==> config.mk <==
export PLATFORM = sky130hd
export DESIGN_NAME = sio_xcvr
export DESIGN_NICKNAME = d
export VERILOG_FILES = /design/src/rtl/sio_pkg.sv /design/src/rtl/sio_tx.sv /design/src/rtl/sio_rx.sv /design/src/rtl/sio_xcvr.sv
export SDC_FILE = /design/constraint.sdc
export NUM_CORES = 1
export LEC_CHECK = 0
export ABC_AREA = 1
export BUFFER_PORTS_ARGS = -buffer_cell sky130_fd_sc_hd__clkbuf_2
export CAP_MARGIN = 20
export CORE_ASPECT_RATIO = 1.1
export CORE_UTILIZATION = 51
export DETAILED_ROUTE_END_ITERATION = 8
export PLACE_DENSITY_LB_ADDON = 0.2
export SYNTH_ARGS = -nofsm -noshare
export SYNTH_HDL_FRONTEND = slang
export SYNTH_HIERARCHICAL = 1
export SYNTH_SLANG_ARGS = --single-unit
==> constraint.sdc <==
create_clock -name clk -period 1.4 [get_ports clk]
set_input_delay 0.07 -clock clk [delete_from_list [all_inputs] [get_ports clk]]
set_output_delay 0.07 -clock clk [all_outputs]
set_load 0.01 [all_outputs]
==> src/rtl/sio_pkg.sv <==
package sio_pkg;

    typedef enum logic [2:0] {
        TX_IDLE,
        TX_START,
        TX_DATA,
        TX_PAR,
        TX_STOP
    } tx_state_t;

    typedef enum logic [2:0] {
        RX_HUNT,
        RX_START,
        RX_DATA,
        RX_PAR,
        RX_STOP
    } rx_state_t;

endpackage

==> src/rtl/sio_tx.sv <==
module sio_tx
    import sio_pkg::*;
#(
    parameter int DATA_W = 8,
    parameter int OVS    = 16
) (
    input  logic              clk,
    input  logic              rst_n,
    input  logic              tick,
    input  logic              par_en,
    input  logic              par_odd,
    input  logic              stop_one,
    input  logic              wr_stb,
    input  logic [DATA_W-1:0] wr_data,
    output logic              tx_empty,
    output logic              ser_out
);

    localparam int CW = $clog2(OVS);
    localparam int IW = $clog2(DATA_W);

    tx_state_t         state, nxt;
    logic [DATA_W-1:0] hold_q;
    logic              hold_full;
    logic [DATA_W-1:0] shift_q;
    logic              par_q;
    logic [CW-1:0]     tcnt;
    logic [IW-1:0]     bidx;
    logic              sidx;

    logic              cell_end;
    logic              last_stop;
    logic              take;
    logic [IW-1:0]     last_idx;
    logic [DATA_W-1:0] dmask;

    assign cell_end  = tick && (tcnt == CW'(OVS - 1));
    assign last_stop = stop_one || sidx;
    assign last_idx  = par_en ? IW'(DATA_W - 2) : IW'(DATA_W - 1);
    assign dmask     = par_en ? {1'b0, {(DATA_W-1){1'b1}}} : {DATA_W{1'b1}};
    assign take      = hold_full &&
                       ((state == TX_IDLE) ||
                        (state == TX_STOP && cell_end && last_stop));
    assign tx_empty  = !hold_full;

    // next-state logic
    always_comb begin
        nxt = state;
        unique case (state)
            TX_IDLE:  if (hold_full) nxt = TX_START;
            TX_START: if (cell_end) nxt = TX_DATA;
            TX_DATA:  if (cell_end && bidx == last_idx)
                          nxt = par_en ? TX_PAR : TX_STOP;
            TX_PAR:   if (cell_end) nxt = TX_STOP;
            TX_STOP:  if (cell_end && last_stop)
                          nxt = hold_full ? TX_START : TX_IDLE;
            default:  nxt = TX_IDLE;
        endcase
    end

    // state register
    always_ff @(posedge clk) begin
        if (!rst_n) state <= TX_IDLE;
        else        state <= nxt;
    end

    // holding buffer
    always_ff @(posedge clk) begin
        if (!rst_n) begin
            hold_q    <= '0;
            hold_full <= 1'b0;
        end else if (wr_stb) begin
            hold_q    <= wr_data;
            hold_full <= 1'b1;
        end else if (take) begin
            hold_full <= 1'b0;
        end
    end

    // shifter and cell timing
    always_ff @(posedge clk) begin
        if (!rst_n) begin
            shift_q <= '0;
            par_q   <= 1'b0;
            tcnt    <= '0;
            bidx    <= '0;
            sidx    <= 1'b0;
        end else begin
            if (take) begin
                shift_q <= hold_q;
                par_q   <= (^(hold_q & dmask)) ^ par_odd;
                tcnt    <= '0;
            end else if (tick) begin
                tcnt <= (tcnt == CW'(OVS - 1)) ? '0 : tcnt + 1'b1;
            end
            if (state == TX_START && cell_end) bidx <= '0;
            if (state == TX_DATA && cell_end) begin
                bidx    <= bidx + 1'b1;
                shift_q <= shift_q >> 1;
            end
            if (state != TX_STOP)  sidx <= 1'b0;
            else if (cell_end)     sidx <= 1'b1;
        end
    end

    // line output
    always_comb begin
        unique case (state)
            TX_IDLE:  ser_out = 1'b1;
            TX_START: ser_out = 1'b0;
            TX_DATA:  ser_out = shift_q[0];
            TX_PAR:   ser_out = par_q;
            TX_STOP:  ser_out = 1'b1;
            default:  ser_out = 1'b1;
        endcase
    end

    p_empty_drop_r3: assert property (@(posedge clk) disable iff (!rst_n)
        wr_stb |=> !tx_empty);

    p_idle_take_r3: assert property (@(posedge clk) disable iff (!rst_n)
        (state == TX_IDLE && hold_full) |=> (state == TX_START && !ser_out));

    p_chain_r4: assert property (@(posedge clk) disable iff (!rst_n)
        (state == TX_STOP && cell_end && last_stop && hold_full)
        |=> (state == TX_START));

    p_busy_full_r12: assert property (@(posedge clk) disable iff (!rst_n)
        (hold_full && state != TX_IDLE && !(state == TX_STOP && cell_end && last_stop))
        |=> !tx_empty);

endmodule

==> src/rtl/sio_rx.sv <==
module sio_rx
    import sio_pkg::*;
#(
    parameter int DATA_W = 8,
    parameter int OVS    = 16
) (
    input  logic              clk,
    input  logic              rst_n,
    input  logic              tick,
    input  logic              par_en,
    input  logic              par_odd,
    input  logic              ser_in,
    input  logic              avail_clr,
    output logic [DATA_W-1:0] rd_data,
    output logic              rx_avail,
    output logic              rx_perr,
    output logic              rx_ovr
);

    localparam int CW   = $clog2(OVS);
    localparam int IW   = $clog2(DATA_W);
    localparam int HALF = OVS / 2;

    rx_state_t         state, nxt;
    logic              s1, s2;
    logic [CW-1:0]     rcnt;
    logic [IW-1:0]     ridx;
    logic [DATA_W-1:0] sh;
    logic              acc;
    logic              perr_pend;

    logic              mid_start;
    logic              sample;
    logic              done;
    logic [IW-1:0]     last_idx;

    assign mid_start = tick && (rcnt == CW'(HALF - 1));
    assign sample    = tick && (rcnt == CW'(OVS - 1));
    assign last_idx  = par_en ? IW'(DATA_W - 2) : IW'(DATA_W - 1);
    assign done      = (state == RX_STOP) && sample && s2;

    // input synchroniser
    always_ff @(posedge clk) begin
        if (!rst_n) begin
            s1 <= 1'b1;
            s2 <= 1'b1;
        end else begin
            s1 <= ser_in;
            s2 <= s1;
        end
    end

    // next-state logic
    always_comb begin
        nxt = state;
        unique case (state)
            RX_HUNT:  if (tick && !s2) nxt = RX_START;
            RX_START: if (mid_start) nxt = s2 ? RX_HUNT : RX_DATA;
            RX_DATA:  if (sample && ridx == last_idx)
                          nxt = par_en ? RX_PAR : RX_STOP;
            RX_PAR:   if (sample) nxt = RX_STOP;
            RX_STOP:  if (sample) nxt = RX_HUNT;
            default:  nxt = RX_HUNT;
        endcase
    end

    // state register
    always_ff @(posedge clk) begin
        if (!rst_n) state <= RX_HUNT;
        else        state <= nxt;
    end

    // sampling datapath
    always_ff @(posedge clk) begin
        if (!rst_n) begin
            rcnt      <= '0;
            ridx      <= '0;
            sh        <= '0;
            acc       <= 1'b0;
            perr_pend <= 1'b0;
        end else begin
            unique case (state)
                RX_HUNT: rcnt <= '0;
                RX_START: begin
                    if (mid_start) begin
                        rcnt      <= '0;
                        ridx      <= '0;
                        sh        <= '0;
                        acc       <= 1'b0;
                        perr_pend <= 1'b0;
                    end else if (tick) begin
                        rcnt <= rcnt + 1'b1;
                    end
                end
                RX_DATA: begin
                    if (sample) begin
                        rcnt     <= '0;
                        sh[ridx] <= s2;
                        acc      <= acc ^ s2;
                        ridx     <= ridx + 1'b1;
                    end else if (tick) begin
                        rcnt <= rcnt + 1'b1;
                    end
                end
                RX_PAR: begin
                    if (sample) begin
                        rcnt      <= '0;
                        perr_pend <= s2 != (acc ^ par_odd);
                    end else if (tick) begin
                        rcnt <= rcnt + 1'b1;
                    end
                end
                RX_STOP: begin
                    if (sample)    rcnt <= '0;
                    else if (tick) rcnt <= rcnt + 1'b1;
                end
                default: rcnt <= '0;
            endcase
        end
    end

    // receive buffer and flags
    always_ff @(posedge clk) begin
        if (!rst_n) begin
            rd_data  <= '0;
            rx_avail <= 1'b0;
            rx_perr  <= 1'b0;
            rx_ovr   <= 1'b0;
        end else if (done) begin
            rd_data  <= sh;
            rx_avail <= 1'b1;
            rx_perr  <= par_en && perr_pend;
            rx_ovr   <= rx_avail && !avail_clr;
        end else if (avail_clr) begin
            rx_avail <= 1'b0;
            rx_perr  <= 1'b0;
            rx_ovr   <= 1'b0;
        end
    end

    p_avail_set_r7: assert property (@(posedge clk) disable iff (!rst_n)
        done |=> rx_avail);

    p_clear_r7: assert property (@(posedge clk) disable iff (!rst_n)
        (avail_clr && !done) |=> (!rx_avail && !rx_perr && !rx_ovr));

    p_overrun_r8: assert property (@(posedge clk) disable iff (!rst_n)
        (done && rx_avail && !avail_clr) |=> rx_ovr);

    p_perr_off_r6: assert property (@(posedge clk) disable iff (!rst_n)
        (done && !par_en) |=> !rx_perr);

    p_upper_zero_r10: assert property (@(posedge clk) disable iff (!rst_n)
        (done && par_en) |=> !rd_data[DATA_W-1]);

    p_frame_drop_r11: assert property (@(posedge clk) disable iff (!rst_n)
        (state == RX_STOP && sample && !s2 && !avail_clr) |=> $stable(rd_data) && $stable(rx_avail));

endmodule

==> src/rtl/sio_xcvr.sv <==
module sio_xcvr #(
    parameter int DATA_W = 8,
    parameter int OVS    = 16
) (
    input  logic              clk,
    input  logic              rst_n,
    input  logic              tick16,
    input  logic              par_en,
    input  logic              par_odd,
    input  logic              stop_one,
    input  logic              wr_stb,
    input  logic [DATA_W-1:0] wr_data,
    output logic              tx_empty,
    output logic              ser_out,
    input  logic              ser_in,
    output logic [DATA_W-1:0] rd_data,
    output logic              rx_avail,
    output logic              rx_perr,
    output logic              rx_ovr,
    input  logic              avail_clr
);

    sio_tx #(.DATA_W(DATA_W), .OVS(OVS)) u_tx (
        .clk      (clk),
        .rst_n    (rst_n),
        .tick     (tick16),
        .par_en   (par_en),
        .par_odd  (par_odd),
        .stop_one (stop_one),
        .wr_stb   (wr_stb),
        .wr_data  (wr_data),
        .tx_empty (tx_empty),
        .ser_out  (ser_out)
    );

    sio_rx #(.DATA_W(DATA_W), .OVS(OVS)) u_rx (
        .clk       (clk),
        .rst_n     (rst_n),
        .tick      (tick16),
        .par_en    (par_en),
        .par_odd   (par_odd),
        .ser_in    (ser_in),
        .avail_clr (avail_clr),
        .rd_data   (rd_data),
        .rx_avail  (rx_avail),
        .rx_perr   (rx_perr),
        .rx_ovr    (rx_ovr)
    );

    p_reset_idle_r2: assert property (@(posedge clk)
        !rst_n |=> (tx_empty && ser_out && !rx_avail && !rx_perr && !rx_ovr));

endmodule

==> impl_metrics.prom, run 1 <==
# TYPE chip_impl_metric gauge
chip_impl_metric{name="setup_tns",unit="ps"} -340
chip_impl_info{name="outcome",value="finished, violations left"} 1
chip_impl_metric{name="switching_share",unit=""} 0.338
chip_impl_metric{name="avgSynthCellArea",unit="um2"} 7.01
chip_impl_metric{name="grt_first_pass_wirelength",unit="um"} 12600
chip_impl_info{name="cts_tree",value="built"} 1
chip_impl_metric{name="drv_slew",unit=""} 0
chip_impl_metric{name="ioPinCount",unit=""} 30
chip_impl_metric{name="setup-violations-final",unit=""} 11
chip_impl_metric{name="pwr-share-clk",unit=""} 0.332
chip_impl_metric{name="drv.max_cap_violation_count",unit=""} 0
chip_impl_info{name="unrepaired_setup_endpoints_after_global_routing",value="true"} 1
chip_impl_metric{name="via_count",unit=""} 3055
chip_impl_info{name="critPathKind",value="reg2reg"} 1
chip_impl_metric{name="layout_worst_path_cycle_share",unit=""} 1.04
chip_impl_metric{name="placedInstanceArea",unit="mm2"} 0.00341
chip_impl_metric{name="post_route_cells_drive_above_1_share",unit=""} 0.310
chip_impl_metric{name="antenna_found_initial",unit=""} 0
chip_impl_metric{name="flow.area_growth_from_synthesis",unit="%"} 32.1
chip_impl_metric{name="finalWorstSetupSlack",unit="ps"} -60.4
chip_impl_metric{name="max-clock-path-buffers",unit=""} 2
chip_impl_metric{name="syn_area",unit="mm2"} 0.00306
chip_impl_metric{name="p_leak",unit="nW"} 1.81
chip_impl_metric{name="initial_util",unit=""} 0.531
chip_impl_metric{name="post_synth_num_cell_types",unit=""} 31
chip_impl_info{name="crit_path_end_kind",value="register"} 1
chip_impl_metric{name="largest_fanout_on_the_critical_path",unit=""} 8
chip_impl_metric{name="postRouteAntennaNets",unit=""} 0
chip_impl_metric{name="cell_internal_pwr",unit="W"} 0.00353
chip_impl_metric{name="worst-r2r-setup-slack",unit="ps"} -60
chip_impl_info{name="setup.worst_path.start",value="u_tx/tcnt[0]$_SDFFE_PP0P_"} 1
chip_impl_metric{name="synth-edff-count",unit=""} 0
chip_impl_info{name="r2r_path_start",value="u_tx/tcnt[0]$_SDFFE_PP0P_"} 1
chip_impl_metric{name="synth_cells",unit=""} 437
chip_impl_metric{name="required",unit="ps"} 1640
chip_impl_metric{name="worst_ep_arrival_time",unit="ps"} 1700
chip_impl_metric{name="postLayoutCellArea",unit="mm2"} 0.00405
chip_impl_metric{name="p_switching",unit="W"} 0.00180
chip_impl_metric{name="power.share.combinational",unit=""} 0.284
chip_impl_metric{name="power.density",unit="mW/mm2"} 1320
chip_impl_metric{name="vias_per_cell",unit=""} 5.21
chip_impl_metric{name="power",unit="W"} 0.00533
chip_impl_metric{name="detail_route.drc_violations",unit=""} 0
chip_impl_info{name="synth.most_common_cell",value="nand2_1"} 1
chip_impl_metric{name="maximum_number_of_pins_on_one_net_before_global_route_repair",unit=""} 24
chip_impl_metric{name="place_hpwl",unit="um"} 4760
chip_impl_metric{name="netlist.area_leader.share",unit=""} 0.405
chip_impl_metric{name="cts.clk_slew.worst_paths",unit="ps"} 70
chip_impl_metric{name="slew-limit-headroom",unit=""} 0.717
chip_impl_info{name="violated_checks",value="negative setup slack"} 1
chip_impl_metric{name="n_fill_cell",unit=""} 460
chip_impl_metric{name="finalCriticalPeriod",unit="ps"} 1460
chip_impl_metric{name="ir_drop",unit="mV"} 0.892
chip_impl_metric{name="yosysWarningCount",unit=""} 6
chip_impl_info{name="netlist_top_cells_area",value="dfxtp_1 (41%), nand2_1 (9.9%), nor2_1 (8.5%)"} 1
chip_impl_info{name="cts_root_buffer",value="clkbuf_8"} 1
chip_impl_metric{name="cts_htree_levels",unit=""} 3
chip_impl_metric{name="synth.net_count",unit=""} 458
chip_impl_metric{name="dieHeight",unit="um"} 83.3
chip_impl_metric{name="n_antenna_cell",unit=""} 0
chip_impl_metric{name="max_freq",unit="MHz"} 685
chip_impl_metric{name="rows",unit=""} 29
chip_impl_info{name="timing.critical_path.from_type",value="register"} 1
chip_impl_info{name="synth.top_cells.by_count",value="nand2_1 (81), nor2_1 (69), dfxtp_1 (62), inv_1 (43), a21oi_1 (36)"} 1
chip_impl_info{name="hold_path_startpoint",value="wr_data[1]"} 1
chip_impl_info{name="min_path_type",value="in2reg"} 1
chip_impl_metric{name="timing.final.hold_violations",unit=""} 0
chip_impl_metric{name="cts_buffers",unit=""} 9
chip_impl_metric{name="core_area",unit="mm2"} 0.00577
chip_impl_metric{name="clock-sinks",unit=""} 62
chip_impl_metric{name="drtPass1Iterations",unit=""} 4
chip_impl_metric{name="synth_seq_cells",unit=""} 62
chip_impl_metric{name="synth_seq_area_share",unit=""} 0.405
chip_impl_metric{name="drt-total-wl",unit="um"} 7850
chip_impl_info{name="yosysTopAreaCell",value="dfxtp_1"} 1
chip_impl_metric{name="power.sequential.fraction",unit=""} 0.384
chip_impl_metric{name="worst_max_slew_pin_slew",unit="ps"} 424
chip_impl_metric{name="dieArea",unit="mm2"} 0.00632
chip_impl_metric{name="clock_skew",unit="ps"} 11.1
chip_impl_metric{name="drt-wirelength-per-cell",unit="um"} 13.4
chip_impl_metric{name="nets",unit=""} 525
chip_impl_metric{name="placement.io_buffers",unit=""} 29
chip_impl_info{name="synth-main-ff-cell",value="dfxtp_1"} 1
chip_impl_metric{name="number_of_drc_violations_after_detailed_routing_iteration_0",unit=""} 160
chip_impl_metric{name="clock_latency",unit="ps"} 350
chip_impl_metric{name="overflow",unit=""} 0
chip_impl_metric{name="first_global_vias",unit=""} 2959
chip_impl_metric{name="grt_util_all_layers",unit=""} 0.261
chip_impl_metric{name="dieWidth",unit="um"} 75.9
chip_impl_metric{name="async_s_r_ff_share_synth",unit=""} 0
chip_impl_metric{name="place_congestion",unit=""} 0.911
-- stage by stage --
step	worst slack (ps)	utilization	std cells	hold WS, ps
floorplan	20.4	-	437	177
global placement	-50.1	0.591	554	257
detailed placement	-80.1	0.591	554	268
CTS	-21.6	0.665	582	0.225
global route	-166	0.702	586	53.4
finish	-60.4	0.702	586	13.7
-- worst paths after layout --
kind / cells past startpoint / endpoint
worst max-delay path: 10 / u_tx/shift_q[6]$_SDFFE_PN0P_
worst min register to register: 1 / u_rx/s2$_SDFF_PN1_
worst max register to register: 10 / u_tx/shift_q[6]$_SDFFE_PN0P_
worst min-delay path: 3 / u_tx/hold_q[1]$_SDFFE_PN0P_
-- cell families (layout without fill, tap and decap cells) --
group                    after synthesis  in the layout  synth area share
AND/OR/NAND/NOR                      220            221             0.326
buffers and inverters                 59            130            0.0829
adder cells (fa/ha/maj)                4              4            0.0163
AO/OA/AOI/OAI                         82             82             0.140
XOR/XNOR                               8              8            0.0229
flip-flops                            62             62             0.405
multiplexers                           2              2           0.00654
-- critical path, stage by stage (launching register included) --
cell and delay, ps:
dfxtp_2 360, ha_4 150, nand2_4 60, nor2_4 150
nand2_2 90, nand2_4 90, nand3_4 120, nand2_8 130
inv_8 60, nor2_2 90, nor2_1 40
-- cell usage in the layout (no fill, tap or decap), types with 7 or more instances in the layout --
| cell type | n |
|---|---|
| nand3_2 | 7 |
| inv_1 | 37 |
| nand3_1 | 28 |
| nand2_2 | 11 |
| clkbuf_2 | 28 |
| nand2_1 | 71 |
| dlygate4sd3_1 | 7 |
| buf_4 | 27 |
| nand2_4 | 7 |
| nor3_1 | 10 |
| o21ai_0 | 30 |
| clkbuf_8 | 9 |
| nor2_2 | 9 |
| o21ai_1 | 8 |
| dfxtp_2 | 9 |
| a21oi_1 | 33 |
| nor2_1 | 58 |
| dfxtp_1 | 51 |
-- final cells by class --
cell class                 count  area [um2]  area share
multi-input combinational    317        1800       0.446
sequential                    62        1260       0.311
timing repair buffer          67         472       0.117
inverter                      47         194      0.0479
clock buffer                   9         124      0.0306
clock inverter                 7        97.6      0.0241
tap                           77        96.3      0.0238
-- routing by layer --
| metal | track usage | vias to the layer above | part of all wire | routed length [um] |
|---|---|---|---|---|
| met5 | 0 | - | 0 | 0 |
| met2 | 0.451 | 55 | 0.53 | 4130 |
| met3 | 0.0449 | 19 | 0.027 | 209 |
| met1 | 0.288 | 1420 | 0.42 | 3320 |
| li1 | - | 1561 | - | - |
| met4 | 0.150 | 0 | 0.024 | 189 |
-- state kept, by name, summed over array words and instances, names as in the netlist, 3 cells and up --
name,count
u_rx/rcnt,4
u_rx/state,3
u_tx/tcnt,4
u_rx/rd_data,8
u_tx/shift_q,8
u_rx/ridx,3
u_tx/hold_q,8
u_tx/state,3
u_tx/bidx,3
u_rx/sh,8
-- power groups by stage --
stage | Combinational (W) | Sequential, W | Clock (W)
floorplan | 0.000794 | 0.00202 | 0
global placement | 0.00110 | 0.00204 | 0
detailed placement | 0.00111 | 0.00204 | 0
CTS | 0.00126 | 0.00202 | 0.00179
global route | 0.00167 | 0.00207 | 0.00187
finish | 0.00151 | 0.00205 | 0.00177
-- what timing repair did --
item	in CTS	in global routing
hold endpoints to repair	7	0
gates resized for setup	31	57
cloned	0	1
setup buffers	5	3
endpoints found under the setup margin	28	50
hold buffers	7	0
pin swaps	8	17
Note: power is estimated with default switching activity, not from simulation.
==> run 2, diff against run 1 <==
==> constraint.sdc (replaced) <==
create_clock -name clk -period 1.4 [get_ports clk]
set_input_delay 0 -clock clk [delete_from_list [all_inputs] [get_ports clk]]
set_output_delay 0 -clock clk [all_outputs]
set_load 0.01 [all_outputs]
==> impl_metrics.prom, run 2 (synthesis results as in run 1) <==
# TYPE chip_impl_metric gauge
chip_impl_info{name="outcome",value="finished, violations left"} 1
chip_impl_info{name="violated_checks",value="negative setup slack"} 1
chip_impl_metric{name="timing.final.hold_violations",unit=""} 0
chip_impl_metric{name="flow.area_growth_from_synthesis",unit="%"} 34.1
chip_impl_metric{name="slew-limit-headroom",unit=""} 0.729
chip_impl_metric{name="number_of_drc_violations_after_detailed_routing_iteration_0",unit=""} 213
chip_impl_metric{name="layout.area.seq",unit="mm2"} 0.00126
chip_impl_metric{name="nets",unit=""} 532
chip_impl_metric{name="max_freq",unit="MHz"} 698
chip_impl_info{name="critical_path.slowest_cell",value="dfxtp_2"} 1
chip_impl_metric{name="n_antenna_cell",unit=""} 0
chip_impl_metric{name="n_fill_cell",unit=""} 460
chip_impl_metric{name="ir_drop",unit="mV"} 0.841
chip_impl_metric{name="p_leak",unit="nW"} 1.87
chip_impl_metric{name="maximum_number_of_pins_on_one_net_before_global_route_repair",unit=""} 24
chip_impl_metric{name="drtPass1Iterations",unit=""} 5
chip_impl_metric{name="layout_worst_path_cycle_share",unit=""} 1.02
chip_impl_metric{name="drv_slew",unit=""} 0
chip_impl_info{name="critical_path.cell_chain",value="ha_4, nand2_4, nor2_4, inv_2, nor2_4, buf_6, nand2_1, o21ai_0, nor2_1, nor2_1"} 1
chip_impl_metric{name="final.hold.worst_slack",unit="ps"} 62.5
chip_impl_metric{name="placement.io_buffers",unit=""} 29
chip_impl_metric{name="via_count",unit=""} 3072
chip_impl_metric{name="setup-violations-final",unit=""} 7
chip_impl_metric{name="dieArea",unit="mm2"} 0.00632
chip_impl_metric{name="drt-total-wl",unit="um"} 7710
chip_impl_metric{name="finalCriticalPeriod",unit="ps"} 1430
chip_impl_metric{name="max-clock-path-buffers",unit=""} 2
chip_impl_metric{name="critical_path.max_stage_delay",unit="ps"} 360
chip_impl_info{name="timing.critical_path.from_type",value="register"} 1
chip_impl_metric{name="clock_skew",unit="ps"} 12.8
chip_impl_metric{name="place_congestion",unit=""} 0.950
chip_impl_metric{name="dieWidth",unit="um"} 75.9
chip_impl_metric{name="rows",unit=""} 29
chip_impl_metric{name="postRouteAntennaNets",unit=""} 0
chip_impl_metric{name="worst_ep_arrival_time",unit="ps"} 1720
chip_impl_metric{name="first_global_vias",unit=""} 2831
chip_impl_metric{name="worst_max_slew_pin_slew",unit="ps"} 407
chip_impl_info{name="final_common_cell",value="nand2_1"} 1
chip_impl_metric{name="post_route_cells_drive_above_1_share",unit=""} 0.283
chip_impl_info{name="cts_tree",value="built"} 1
chip_impl_info{name="unrepaired_setup_endpoints_after_global_routing",value="true"} 1
chip_impl_metric{name="cts_htree_levels",unit=""} 3
chip_impl_info{name="commonest_cells_after_routing_fill_and_taps_aside",value="nand2_1 (74), nor2_1 (65), dfxtp_1 (50)"} 1
chip_impl_info{name="cts_root_buffer",value="clkbuf_8"} 1
chip_impl_metric{name="detail_route.drc_violations",unit=""} 0
chip_impl_metric{name="grt_first_pass_wirelength",unit="um"} 12200
chip_impl_metric{name="power",unit="W"} 0.00547
chip_impl_metric{name="largest_fanout_on_the_critical_path",unit=""} 5
chip_impl_metric{name="clock_latency",unit="ps"} 350
chip_impl_metric{name="cts.clk_slew.worst_paths",unit="ps"} 70
chip_impl_metric{name="drv.max_cap_violation_count",unit=""} 0
chip_impl_metric{name="core_area",unit="mm2"} 0.00577
chip_impl_metric{name="place_hpwl",unit="um"} 4800
chip_impl_metric{name="multi_input_area",unit="mm2"} 0.00177
chip_impl_info{name="critPathKind",value="reg2reg"} 1
chip_impl_metric{name="initial_util",unit=""} 0.531
chip_impl_info{name="min_path_type",value="in2reg"} 1
chip_impl_metric{name="dieHeight",unit="um"} 83.3
chip_impl_metric{name="clock-sinks",unit=""} 62
chip_impl_metric{name="antenna_found_initial",unit=""} 0
chip_impl_metric{name="finalWorstSetupSlack",unit="ps"} -32.8
chip_impl_metric{name="cts_buffers",unit=""} 9
chip_impl_metric{name="ioPinCount",unit=""} 30
chip_impl_metric{name="power.density",unit="mW/mm2"} 1330
chip_impl_metric{name="grt_util_all_layers",unit=""} 0.254
chip_impl_metric{name="vias_per_cell",unit=""} 5.18
chip_impl_metric{name="drt-wirelength-per-cell",unit="um"} 13.0
chip_impl_metric{name="overflow",unit=""} 0
chip_impl_info{name="crit_path_end_kind",value="register"} 1
chip_impl_metric{name="required",unit="ps"} 1690
run 2: cell types whose count changed in the layout (fill, tap and decap cells not counted), moves of 2 or more:
cell           delta
nand2_1           +3
nand3_1           +2
o21ai_2           -2
dlygate4sd3_1     +7
nor2_1            +7
o21ai_1           +3
nand2_2           -2
nand3_2           -3
nor2_2            -7
run 2: layer usage:
| layer | GRT usage | vias up | wire length, um |
|---|---|---|---|
| li1 | - | 1571 | - |
| met5 | 0 | - | 0 |
| met1 | 0.289 | 1405 | 3220 |
| met3 | 0.0461 | 24 | 230 |
| met4 | 0.155 | 0 | 195 |
| met2 | 0.426 | 72 | 4060 |
run 2: worst paths after layout:
check                            start                      endpoint  slack, ps  cells after the start
min                             par_en     u_rx/rx_perr$_SDFFE_PN0P_         60                      3
min reg2reg         u_rx/s1$_SDFF_PN1_            u_rx/s2$_SDFF_PN1_        410                      1
max reg2reg  u_tx/tcnt[0]$_SDFFE_PP0P_  u_tx/shift_q[1]$_SDFFE_PN0P_        -30                     10
max          u_tx/tcnt[0]$_SDFFE_PP0P_  u_tx/shift_q[1]$_SDFFE_PN0P_        -30                     10
run 2: worst max-delay path: cells and delay by family, from the launching register on:
kind / cells / cell delay [ps]
buf+inv: 2 / 230
flops: 1 / 360
simple gates: 6 / 590
fa+ha+maj: 1 / 150
compound gates: 1 / 70
run 2: stage by stage:
step                      cell area (um2)   util  cells  worst slack (ps)  setup TNS (ps)
after floorplan                      3060      -    437              20.4               0
after global placement               3410  0.591    554             -40.2            -277
after detailed placement             3410  0.591    554             -82.4           -1450
after CTS                            3910  0.678    586             -2.61           -2.61
after global routing                 4110  0.712    593              -129           -2700
final                                4110  0.712    593             -32.8            -116
run 2: cell type report:
class	count	area share
multi-input cells	317	0.431
flip-flops and latches	62	0.307
repair buffers	74	0.132
inverters	47	0.0466
clock buffers	9	0.0302
clock inverters	7	0.0293
well taps	77	0.0235
run 2: power by group:
| part | internal, W | switching (W) |
|---|---|---|
| registers | 0.00191 | 0.000142 |
| clock network | 0.00119 | 0.000750 |
| logic | 0.000593 | 0.000886 |
| total | 0.00369 | 0.00178 |
run 2: what timing repair did:
action	in CTS	in global routing
cloned	0	2
pin swaps	2	8
hold endpoints to repair	12	0
hold buffers	14	0
buffers inserted	2	5
endpoints found under the setup margin	37	47
gates resized for setup	33	45
==> run 3, diff against run 2 <==
--- a/config.mk
+++ b/config.mk
@@ -7,11 +7,10 @@
 export LEC_CHECK = 0
 export ABC_AREA = 1
 export BUFFER_PORTS_ARGS = -buffer_cell sky130_fd_sc_hd__clkbuf_2
-export CAP_MARGIN = 20
-export CORE_ASPECT_RATIO = 1.1
 export CORE_UTILIZATION = 51
 export DETAILED_ROUTE_END_ITERATION = 8
 export PLACE_DENSITY_LB_ADDON = 0.2
+export SLEW_MARGIN = 0
 export SYNTH_ARGS = -nofsm -noshare
 export SYNTH_HDL_FRONTEND = slang
 export SYNTH_HIERARCHICAL = 1
==> impl_metrics.prom, run 3 (synthesis results as in run 1) <==
# TYPE chip_impl_metric gauge
chip_impl_metric{name="ir_drop",unit="mV"} 1.04
chip_impl_info{name="unrepaired_setup_endpoints_after_global_routing",value="true"} 1
chip_impl_metric{name="layout_worst_path_cycle_share",unit=""} 1.07
chip_impl_metric{name="dieWidth",unit="um"} 79.5
chip_impl_metric{name="fin_util",unit=""} 0.766
chip_impl_metric{name="drv.max_cap_violation_count",unit=""} 0
chip_impl_metric{name="power.sequential.fraction",unit=""} 0.358
chip_impl_metric{name="setup_tns",unit="ps"} -1480
chip_impl_metric{name="max_freq",unit="MHz"} 670
chip_impl_metric{name="power.density",unit="mW/mm2"} 1320
chip_impl_info{name="globalRoute.busiestLayer",value="met2"} 1
chip_impl_metric{name="place_hpwl",unit="um"} 4880
chip_impl_metric{name="grt_util_all_layers",unit=""} 0.270
chip_impl_metric{name="overflow",unit=""} 0
chip_impl_info{name="final_common_cell",value="nand2_1"} 1
chip_impl_metric{name="n_antenna_cell",unit=""} 0
chip_impl_info{name="worstReg2RegEnd",value="u_rx/rcnt[0]$_SDFF_PN0_"} 1
chip_impl_info{name="min_path_type",value="in2reg"} 1
chip_impl_metric{name="initial_util",unit=""} 0.543
chip_impl_info{name="violated_checks",value="negative setup slack"} 1
chip_impl_metric{name="worst_ep_arrival_time",unit="ps"} 1730
chip_impl_info{name="timing.critical_path.from_type",value="register"} 1
chip_impl_info{name="cts_root_buffer",value="clkbuf_8"} 1
chip_impl_info{name="r2r_path_start",value="u_rx/rcnt[0]$_SDFF_PN0_"} 1
chip_impl_metric{name="worstHoldPathCells",unit=""} 3
chip_impl_info{name="critical_path.slowest_cell",value="dfxtp_2"} 1
chip_impl_metric{name="flow.area_growth_from_synthesis",unit="%"} 41.1
chip_impl_metric{name="n_fill_cell",unit=""} 386
chip_impl_metric{name="placement.io_buffers",unit=""} 29
chip_impl_info{name="hold-path-endpoint",value="u_rx/rx_perr$_SDFFE_PN0P_"} 1
chip_impl_metric{name="drt-total-wl",unit="um"} 8450
chip_impl_metric{name="setup-violations-final",unit=""} 33
chip_impl_metric{name="cts_buffers",unit=""} 9
chip_impl_metric{name="detail_route.drc_violations",unit=""} 0
chip_impl_metric{name="clock_latency",unit="ps"} 350
chip_impl_metric{name="pre_cts_slack",unit="ps"} -127
chip_impl_metric{name="clock_skew",unit="ps"} 6.15
chip_impl_metric{name="dieArea",unit="mm2"} 0.00632
chip_impl_info{name="hold_path_startpoint",value="par_en"} 1
chip_impl_info{name="critPathKind",value="reg2reg"} 1
chip_impl_metric{name="timing.reg2reg.worst_path_depth",unit=""} 8
chip_impl_info{name="crit_path_end_kind",value="register"} 1
chip_impl_metric{name="critical_path.max_stage_delay",unit="ps"} 350
chip_impl_metric{name="met3_grt_util",unit=""} 0.0411
chip_impl_metric{name="global_route.usage.met1",unit=""} 0.316
chip_impl_info{name="outcome",value="finished, violations left"} 1
chip_impl_metric{name="p_switching",unit="W"} 0.00193
chip_impl_metric{name="timing.final.hold_violations",unit=""} 0
chip_impl_metric{name="clock-sinks",unit=""} 62
chip_impl_metric{name="switching_share",unit=""} 0.338
chip_impl_metric{name="cts.clk_slew.worst_paths",unit="ps"} 70
chip_impl_metric{name="cts_htree_levels",unit=""} 3
chip_impl_metric{name="post-place-cells",unit=""} 559
chip_impl_metric{name="grt_first_pass_wirelength",unit="um"} 13200
chip_impl_info{name="commonest_cells_after_routing_fill_and_taps_aside",value="nand2_1 (68), nor2_1 (57), dfxtp_1 (49)"} 1
chip_impl_metric{name="post_layout_nonfiller_instances",unit=""} 605
chip_impl_info{name="critical_path.cell_chain",value="ha_4, nand4_1, buf_4, nand2_4, nand2_4, o211ai_1, buf_4, nor2_1"} 1
chip_impl_metric{name="max-clock-path-buffers",unit=""} 2
chip_impl_metric{name="maximum_number_of_pins_on_one_net_before_global_route_repair",unit=""} 20
chip_impl_metric{name="final.hold.worst_slack",unit="ps"} 67.8
chip_impl_metric{name="worst_max_slew_pin_slew",unit="ps"} 468
chip_impl_metric{name="postRouteAntennaNets",unit=""} 0
chip_impl_metric{name="drt-wirelength-per-cell",unit="um"} 14.0
chip_impl_metric{name="finalWorstSetupSlack",unit="ps"} -91.6
chip_impl_metric{name="p_leak",unit="nW"} 1.94
chip_impl_metric{name="cell_internal_pwr",unit="W"} 0.00378
chip_impl_metric{name="required",unit="ps"} 1630
chip_impl_metric{name="ioPinCount",unit=""} 30
chip_impl_metric{name="drv_slew",unit=""} 0
chip_impl_metric{name="number_of_drc_violations_after_detailed_routing_iteration_0",unit=""} 246
chip_impl_metric{name="worst-r2r-setup-slack",unit="ps"} -90
chip_impl_metric{name="antenna_found_initial",unit=""} 0
chip_impl_metric{name="drtPass1Iterations",unit=""} 5
chip_impl_metric{name="place_congestion",unit=""} 0.842
chip_impl_metric{name="pwr-share-clk",unit=""} 0.324
chip_impl_metric{name="post_route_cells_drive_above_1_share",unit=""} 0.358
chip_impl_metric{name="slew-limit-headroom",unit=""} 0.688
chip_impl_metric{name="via_count",unit=""} 3258
chip_impl_metric{name="finalCriticalPeriod",unit="ps"} 1490
chip_impl_info{name="cts_tree",value="built"} 1
chip_impl_metric{name="rows",unit=""} 27
chip_impl_metric{name="power.share.combinational",unit=""} 0.318
chip_impl_metric{name="largest_fanout_on_the_critical_path",unit=""} 4
chip_impl_metric{name="nets",unit=""} 549
chip_impl_metric{name="vias_per_cell",unit=""} 5.39
chip_impl_metric{name="dieHeight",unit="um"} 79.5
chip_impl_metric{name="first_global_vias",unit=""} 3031
chip_impl_metric{name="core_area",unit="mm2"} 0.00564
chip_impl_metric{name="grt_use_met2",unit=""} 0.474
==> run 3: cell count changes in the layout (fill, tap and decap cells not counted), sizes merged <==
cell    change
clkbuf      +2
buf        +17
inv         -1
bufinv      -1
==> run 3: worst max-delay path by stage <==
| stage | from | to | cells past startpoint |
|---|---|---|---|
| after global placement | u_tx/tcnt[0]$_SDFFE_PP0P_ | u_tx/shift_q[0]$_SDFFE_PN0P_ | 10 |
| final | u_rx/rcnt[0]$_SDFF_PN0_ | u_rx/rcnt[0]$_SDFF_PN0_ | 8 |
| after CTS | u_tx/tcnt[1]$_SDFFE_PP0P_ | u_tx/shift_q[3]$_SDFFE_PN0P_ | 10 |
| after detailed placement | u_tx/tcnt[0]$_SDFFE_PP0P_ | u_tx/shift_q[0]$_SDFFE_PN0P_ | 10 |
| after floorplan | u_tx/tcnt[0]$_SDFFE_PP0P_ | u_tx/shift_q[4]$_SDFFE_PN0P_ | 10 |
| after global routing | u_tx/tcnt[0]$_SDFFE_PP0P_ | u_tx/shift_q[0]$_SDFFE_PN0P_ | 10 |
==> run 3: area by class of cell <==
| class | count | area [um2] | share of cell area |
|---|---|---|---|
| Clock inverter | 5 | 81.3 | 0.0188 |
| Inverter | 47 | 181 | 0.0420 |
| Timing Repair Buffer | 91 | 676 | 0.156 |
| Tap cell | 72 | 90.1 | 0.0209 |
| Clock buffer | 11 | 151 | 0.0350 |
| Sequential cell | 62 | 1260 | 0.293 |
| Multi-Input combinational cell | 317 | 1880 | 0.434 |
==> run 3: power by group through the flow <==
stage          Clock (W)  Combinational (W)  Sequential (W)
6_report         0.00185            0.00182         0.00204
5_1_grt          0.00194            0.00197         0.00206
4_1_cts          0.00186            0.00136         0.00202
3_5_place_dp           0            0.00118         0.00204
3_3_place_gp           0            0.00115         0.00204
2_1_floorplan          0           0.000794         0.00202
==> run 3: critical path: cells and delay by family (launching register included) <==
family,cells,cell delay (ps)
buffers and inverters,2,400
AO/OA/AOI/OAI,1,90
AND/OR/NAND/NOR,4,380
flip-flops,1,350
adder cells (fa/ha/maj),1,160
==> run 3: layer usage <==
metal | up-vias | wire length, um | part of all wire
met4 | 0 | 221 | 0.026
met3 | 22 | 430 | 0.051
met2 | 119 | 4290 | 0.51
met1 | 1511 | 3510 | 0.42
li1 | 1606 | - | -
met5 | - | 0 | 0
==> run 3: per-stage QoR <==
stage,cell area (um2),power [W]
2_1_floorplan,3060,0.00281
3_3_place_gp,3470,0.00318
3_5_place_dp,3470,0.00321
4_1_cts,4040,0.00524
5_1_grt,4320,0.00597
6_report,4320,0.00571
==> run 3: timing repair <==
| item | 4_1_cts | 5_1_grt |
|---|---|---|
| buffers inserted | 6 | 9 |
| hold buffers | 14 | 0 |
| pin swaps | 12 | 26 |
| hold endpoints to repair | 12 | 0 |
| endpoints found under the setup margin | 47 | 48 |
| gates cloned | 1 | 0 |
| resized for setup | 41 | 76 |
